`src/rtl/tsq_pkg.sv`:
```
package tsq_pkg;

   typedef enum logic [1:0] {
      SEQ_IDLE = 2'd0,
      SEQ_RUN  = 2'd1,
      SEQ_SHOT = 2'd2
   } seq_state_e;

   localparam logic [1:0] RES_13 = 2'd0;
   localparam logic [1:0] RES_16 = 2'd3;

   localparam int FLIP_N = 2;

endpackage

```
`src/rtl/tsq_timer.sv`:
```
module tsq_timer #(
   parameter int TICK_DIV = 1000,
   parameter int CNT_W    = 9
) (
   input  logic             clk,
   input  logic             rst_n,
   input  logic             restart,
   input  logic             run,
   input  logic [CNT_W-1:0] limit,
   output logic             fin
);

   logic             tick;
   logic [CNT_W-1:0] tcnt;

   if (TICK_DIV > 1) begin : g_pre
      localparam int PW = $clog2(TICK_DIV);
      localparam logic [PW-1:0] PRE_LAST = PW'(TICK_DIV - 1);
      logic [PW-1:0] pre;

      always_ff @(posedge clk or negedge rst_n) begin
         if (!rst_n)        pre <= '0;
         else if (restart)  pre <= '0;
         else if (run)      pre <= (pre == PRE_LAST) ? '0 : pre + 1'b1;
      end

      assign tick = (pre == PRE_LAST);
   end else begin : g_nopre
      assign tick = 1'b1;
   end

   always_ff @(posedge clk or negedge rst_n) begin
      if (!rst_n)            tcnt <= '0;
      else if (restart)      tcnt <= '0;
      else if (run && tick)  tcnt <= tcnt + 1'b1;
   end

   assign fin = run && tick && (tcnt == limit - 1'b1);

endmodule

```
`src/rtl/tsq_flip.sv`:
```
module tsq_flip (
   input  logic clk,
   input  logic rst_n,
   input  logic mark,
   input  logic rd,
   output logic bit_o
);

   logic fresh;

   always_ff @(posedge clk or negedge rst_n) begin
      if (!rst_n) begin
         fresh <= 1'b0;
         bit_o <= 1'b0;
      end else begin
         if (rd && fresh) bit_o <= ~bit_o;
         fresh <= mark | (fresh & ~rd);
      end
   end

endmodule

```
`src/rtl/tsq_result.sv`:
```
module tsq_result
   import tsq_pkg::*;
#(
   parameter int DATA_W = 16
) (
   input  logic              clk,
   input  logic              rst_n,
   input  logic              load,
   input  logic [1:0]        res_code,
   input  logic [DATA_W-1:0] raw,
   input  logic              shot,
   input  logic              flip_bit,
   output logic [DATA_W-1:0] temp_o
);

   localparam logic [DATA_W-1:0] PLACEHOLDER = {1'b1, {(DATA_W-1){1'b0}}};

   logic [DATA_W-1:0] keep_q;
   logic [1:0]        res_q;
   logic [1:0]        cut;
   logic [DATA_W-1:0] mask;

   assign cut  = 2'd3 - res_code;
   assign mask = {DATA_W{1'b1}} << cut;

   always_ff @(posedge clk or negedge rst_n) begin
      if (!rst_n) begin
         keep_q <= '0;
         res_q  <= RES_13;
      end else if (load) begin
         keep_q <= raw & mask;
         res_q  <= res_code;
      end
   end

   assign temp_o = shot ? PLACEHOLDER
                        : {keep_q[DATA_W-1:1], (res_q == RES_16) ? keep_q[0] : flip_bit};

endmodule

```
`src/rtl/tsq_conv_seq.sv`:
```
module tsq_conv_seq
   import tsq_pkg::*;
#(
   parameter int DATA_W    = 16,
   parameter int TICK_DIV  = 1000,
   parameter int CONV_T13  = 43,
   parameter int CONV_T14  = 87,
   parameter int CONV_T15  = 175,
   parameter int CONV_T16  = 350
) (
   input  logic              clk,
   input  logic              rst_n,
   input  logic              sleep_req,
   input  logic              shot_req,
   input  logic [1:0]        res_sel,
   input  logic              temp_rd,
   input  logic              ctl_rd,
   input  logic [DATA_W-1:0] raw_val,
   output logic [DATA_W-1:0] temp_reg,
   output logic              data_ready,
   output logic              ctl_toggle,
   output logic              conv_done
);

   localparam int TMAX   = (CONV_T16 > CONV_T15) ? CONV_T16 : CONV_T15;
   localparam int TCNT_W = $clog2(TMAX + 1);

   if (DATA_W < 4) begin : g_bad_width
      $error("tsq_conv_seq: DATA_W must be at least 4");
   end
   if (TICK_DIV < 1) begin : g_bad_div
      $error("tsq_conv_seq: TICK_DIV must be at least 1");
   end
   if (CONV_T13 < 1 || CONV_T14 < 1 || CONV_T15 < 1 || CONV_T16 < 1) begin : g_bad_len
      $error("tsq_conv_seq: conversion lengths must be at least one tick");
   end
   if (CONV_T13 * TICK_DIV < 2) begin : g_bad_short
      $error("tsq_conv_seq: shortest conversion must span two cycles");
   end

   seq_state_e        st_q, st_d;
   logic [1:0]        res_q;
   logic              fin, restart, shot_go;
   logic [TCNT_W-1:0] limit;
   logic [FLIP_N-1:0] rd_vec, flip_bits;

   always_comb begin
      case (res_q)
         2'd0:    limit = TCNT_W'(CONV_T13);
         2'd1:    limit = TCNT_W'(CONV_T14);
         2'd2:    limit = TCNT_W'(CONV_T15);
         default: limit = TCNT_W'(CONV_T16);
      endcase
   end

   always_comb begin
      st_d    = st_q;
      shot_go = 1'b0;
      case (st_q)
         SEQ_IDLE: begin
            if (!sleep_req) begin
               st_d = SEQ_RUN;
            end else if (shot_req) begin
               st_d    = SEQ_SHOT;
               shot_go = 1'b1;
            end
         end
         SEQ_RUN:  if (fin && sleep_req) st_d = SEQ_IDLE;
         SEQ_SHOT: if (fin)              st_d = SEQ_IDLE;
         default:  st_d = SEQ_IDLE;
      endcase
   end

   assign restart = fin || (st_q == SEQ_IDLE && st_d != SEQ_IDLE);

   always_ff @(posedge clk or negedge rst_n) begin
      if (!rst_n) begin
         st_q       <= SEQ_RUN;
         res_q      <= RES_13;
         data_ready <= 1'b0;
         conv_done  <= 1'b0;
      end else begin
         st_q      <= st_d;
         conv_done <= fin;
         if (restart && st_d != SEQ_IDLE) res_q <= res_sel;
         if (fin)                         data_ready <= 1'b1;
         else if (shot_go || temp_rd)     data_ready <= 1'b0;
      end
   end

   tsq_timer #(
      .TICK_DIV (TICK_DIV),
      .CNT_W    (TCNT_W)
   ) u_timer (
      .clk     (clk),
      .rst_n   (rst_n),
      .restart (restart),
      .run     (st_q != SEQ_IDLE),
      .limit   (limit),
      .fin     (fin)
   );

   assign rd_vec = {ctl_rd, temp_rd};

   for (genvar gi = 0; gi < FLIP_N; gi++) begin : g_flip
      tsq_flip u_flip (
         .clk   (clk),
         .rst_n (rst_n),
         .mark  (fin),
         .rd    (rd_vec[gi]),
         .bit_o (flip_bits[gi])
      );
   end

   assign ctl_toggle = flip_bits[1];

   tsq_result #(
      .DATA_W (DATA_W)
   ) u_result (
      .clk      (clk),
      .rst_n    (rst_n),
      .load     (fin),
      .res_code (res_q),
      .raw      (raw_val),
      .shot     (st_q == SEQ_SHOT),
      .flip_bit (flip_bits[0]),
      .temp_o   (temp_reg)
   );

endmodule

```
`config.mk`:
```
export PLATFORM = sky130hd
export DESIGN_NAME = tsq_conv_seq
export DESIGN_NICKNAME = d
export VERILOG_FILES = /design/src/rtl/tsq_pkg.sv /design/src/rtl/tsq_timer.sv /design/src/rtl/tsq_flip.sv /design/src/rtl/tsq_result.sv /design/src/rtl/tsq_conv_seq.sv
export SDC_FILE = /design/constraint.sdc
export NUM_CORES = 1
export LEC_CHECK = 0
export BUFFER_PORTS_ARGS = -buffer_cell sky130_fd_sc_hd__buf_2
export CAP_MARGIN = 30
export CORE_ASPECT_RATIO = 0.8
export CORE_MARGIN = 3
export CORE_UTILIZATION = 50
export CTS_BUF_LIST = sky130_fd_sc_hd__clkbuf_8
export CTS_CLUSTER_SIZE = 10
export DETAILED_ROUTE_END_ITERATION = 8
export PLACE_DENSITY = 0.74
export SYNTH_ARGS = -nofsm -noshare
export SYNTH_HDL_FRONTEND = slang
export SYNTH_HIERARCHICAL = 1
export SYNTH_SLANG_ARGS = --single-unit
```
`constraint.sdc`:
```
create_clock -name clk -period 3.66 [get_ports clk]
set_input_delay 0.549 -clock clk [delete_from_list [all_inputs] [get_ports clk]]
set_output_delay 0.549 -clock clk [all_outputs]
set_load 0.01 [all_outputs]
```
==> out/metrics.yaml <==
run_status:
  status: "finished, final reports clean"
final_layout:
  drive_gt1_share_pct: 29.2
  layout.nets: 310
  final_util_pct: 61.7
  diodes: 0
  multiInputGateArea_um2: 1260
  fillers: 405
  area_growth_pct: 15.4
  regArea_um2: 1180
pwr:
  combPwrFrac_pct: 26.2
  switchingPower_uw: 494
  seq_power_share_pct: 49.2
  clkPwrFrac_pct: 24.7
  power.density_nw_per_um2: 487
  switching_share_pct: 34.7
  ir_drop_mv: 0.345
  internal_power_uw: 930
  power_leakage_uw: 0.00146
timing:
  max_freq_ghz: 0.314
  relSlewSlack_pct: 53.5
  finalCriticalPeriod_ns: 3.19
  timing.hold.ws_ns: 0.193
  timing.setup.tns_ns: 0
  tightestPinTransition_ns: 0.687
  clock_skew_ns: 0.00304
  final_hold_viol_count: 0
  slew_viol_final: 0
  period_share_pct: 87.1
  timing.final.ws_setup_ns: 0.472
  rsz0062_at_grt: "false"
  setup_viol: 0
clock_network:
  post_cts_buffers: 0
  numClockSinks: 47
  cts_resized: 0
  ctsHoldBuffers: 0
  tritoncts: "done"
  worstSkewPairLatency_ns: 0.30
  cts_buffers: 5
  cts.reportedPaths.clkPinSlew_ns: 0.09
  clk_path_buf_depth: 2
  htree_levels: 2
  root_buffer: "clkbuf_8"
floorplanning:
  die_w_um: 85.6
  rows: 22
  initial_utilization_pct: 53.5
  core_area_um2: 4730
  die-area_um2: 5960
  io_pins: 43
  dieHeight_um: 69.6
logic_synthesis:
  ys_types: 50
  netlist_area_um2: 2530
  yosysWarnings: 6
  syn_inst: 236
  syn_area_per_cell_um2: 10.7
  ys_seq_elements: 47
  async_flop_share_pct: 100
  synth.yosys.seq_area_share_pct: 46.5
  synth_edf_count: 0
  yosys_most_used_dff: "dfrtp_1"
global_routing:
  antenna_found_initial: 0
  grt_pass1_wl_mm: 8.49
  grt_pass1_vias: 1749
  grt.total_usage_pct: 18.2
  overflow: 0
  grt_max_degree: 28
place:
  io_buffers: 42
  preCtsSetupSlack_ns: 0.496
  gp_congestion: 0.787
  hpwl_mm: 3.60
critical_path:
  path_max_fanout: 18
  cp.arrival_ns: 3.38
  crit_type: "flop to flop"
  end_kind: "flop"
  r2r_slack_ns: 0.47
  worstSetupStartpointType: "flop"
  worstPathRequired_ns: 3.86
drt:
  antenna_left: 0
  vias_per_cell: 5.24
  drt_iter0_drc: 90
  finalWirelength_mm: 4.95
  num_vias: 1803
  drt-pass1-iter-count: 4
  wl_per_cell_um: 14.4
  drcViolationCount: 0
flow_run:
  cap_viol_max_count: 0
worst_hold_path:
  hp-class: "input port to asynchronous set/reset pin"
flip-flops by register name, summed over array words and instances (netlist names):
name	count
conv_done	1
data_ready	1
g_flip.u_flip/bit_o	2
g_flip.u_flip/fresh	2
res_q	2
st_q	2
u_result/keep_q	16
u_result/res_q	2
u_timer/g_pre.pre	10
u_timer/tcnt	9
critical path: stages, from the launching register on:
cell,delay [ns]
dfrtp_1,0.58
nand2_1,0.27
inv_1,0.07
ha_1,0.30
xnor2_1,0.13
nor3_1,0.18
o2111ai_1,0.17
a2111oi_2,0.28
a21o_2,0.31
o2111ai_1,0.24
nor2_1,0.19
and3_2,0.21
xnor2_1,0.11
nor2_1,0.05
cells by family (layout without fill, tap and decap cells):
family / Yosys count / in the layout / synth area share [%]
AOI/OAI and AO/OA: 31 / 31 / 8.75
xor gates and xnor gates: 27 / 27 / 9.34
adders and majority gates: 3 / 3 / 1.48
buffers and inverters: 21 / 67 / 4.10
DFF: 47 / 47 / 46.5
muxes: 19 / 19 / 10.5
other: 1 / 3 / 0.148
and+or+nand+nor: 87 / 87 / 19.2
layout make-up:
| class | instances | area share, % |
|---|---|---|
| sequential | 47 | 40.3 |
| timing repair buffer | 46 | 8.65 |
| clock buffer | 7 | 3.30 |
| multi-input combinational | 170 | 43.3 |
| tap | 60 | 2.57 |
| inverter | 13 | 1.67 |
| clock inverter | 1 | 0.257 |
final timing paths:
kind                       cells past startpoint                      to                   start
max in group asynchronous                      2                 st_q[0]                   rst_n
min reg2reg                                    1  g_flip[0].u_flip/bit_o  g_flip[0].u_flip/bit_o
max reg2reg                                   13    u_timer/g_pre.pre[7]                res_q[0]
max                                           13    u_timer/g_pre.pre[7]                res_q[0]
min in group clk                               2                 st_q[0]               sleep_req
min                                            1      u_result/keep_q[3]                   rst_n
Yosys cell counts (all sizes together) (2+ instances only):
cell type  number  area [um2]
o21ai           9        45.0
dfrtp          46        1150
clkbuf          4        16.3
nand2b          3        18.8
nor3            4        20.0
nand4           9        62.6
inv            13        48.8
xor2           11        96.3
nand2          12        47.6
a21o            3        23.8
nor4b           3        26.3
mux2           18         255
and3            3        20.0
o2111ai         3        26.3
a21oi           4        20.0
nand4b          2        17.5
buf             4        38.8
ha              3        37.5
a31o            2        17.5
o211ai          3        22.5
or2             3        18.8
xnor2          16         140
nor2           26         100
or3             2        12.5
and2b           4        30.0
nand3           3        15.0
nor2b          11        68.8
cells in the final DEF, fill, tap and decap left out, types with 2 or more instances in the layout:
| cell | n |
|---|---|
| dfrtp_1 | 46 |
| buf_2 | 42 |
| nor2_1 | 25 |
| xnor2_1 | 16 |
| mux2_4 | 14 |
| inv_1 | 13 |
| nor2b_1 | 11 |
| nand2_1 | 11 |
| xor2_1 | 11 |
| o21ai_0 | 9 |
| nand4_1 | 8 |
| clkbuf_8 | 7 |
| a21oi_1 | 4 |
| and2b_1 | 4 |
| nor3_1 | 4 |
| nand2b_1 | 3 |
| nand3_1 | 3 |
| buf_4 | 3 |
| o211ai_1 | 3 |
| conb_1 | 3 |
| nor4b_1 | 3 |
| o2111ai_1 | 3 |
| ha_1 | 3 |
| mux2_2 | 2 |
| mux2_1 | 2 |
| a21o_1 | 2 |
| or2_2 | 2 |
| nand4b_1 | 2 |
| or3_1 | 2 |
| and3_1 | 2 |
stage by stage:
step	instance area (um2)	power (uW)	instances
2_1_floorplan	2540	969	238
3_3_place_gp	2800	1060	335
3_5_place_dp	2820	1070	336
4_1_cts	2920	1430	344
5_1_grt	2920	1520	344
6_report	2920	1420	344
power groups by stage:
stage	combinational, uW	clock (uW)	sequential (uW)
finish	373	351	700
global route	424	385	714
CTS	369	359	699
detailed placement	363	0	709
global placement	352	0	706
floorplan	302	0	667
layer usage:
metal	part of all wire, %	vias to the layer above	routed length [um]	track usage, %
met3	4.2	5	209	5.23
met1	49	863	2420	26.8
met5	0	-	0	0
met2	46	35	2270	25.9
met4	1.2	0	57	5.27
li1	-	900	-	-
Note: power is estimated with default switching activity, not from simulation.
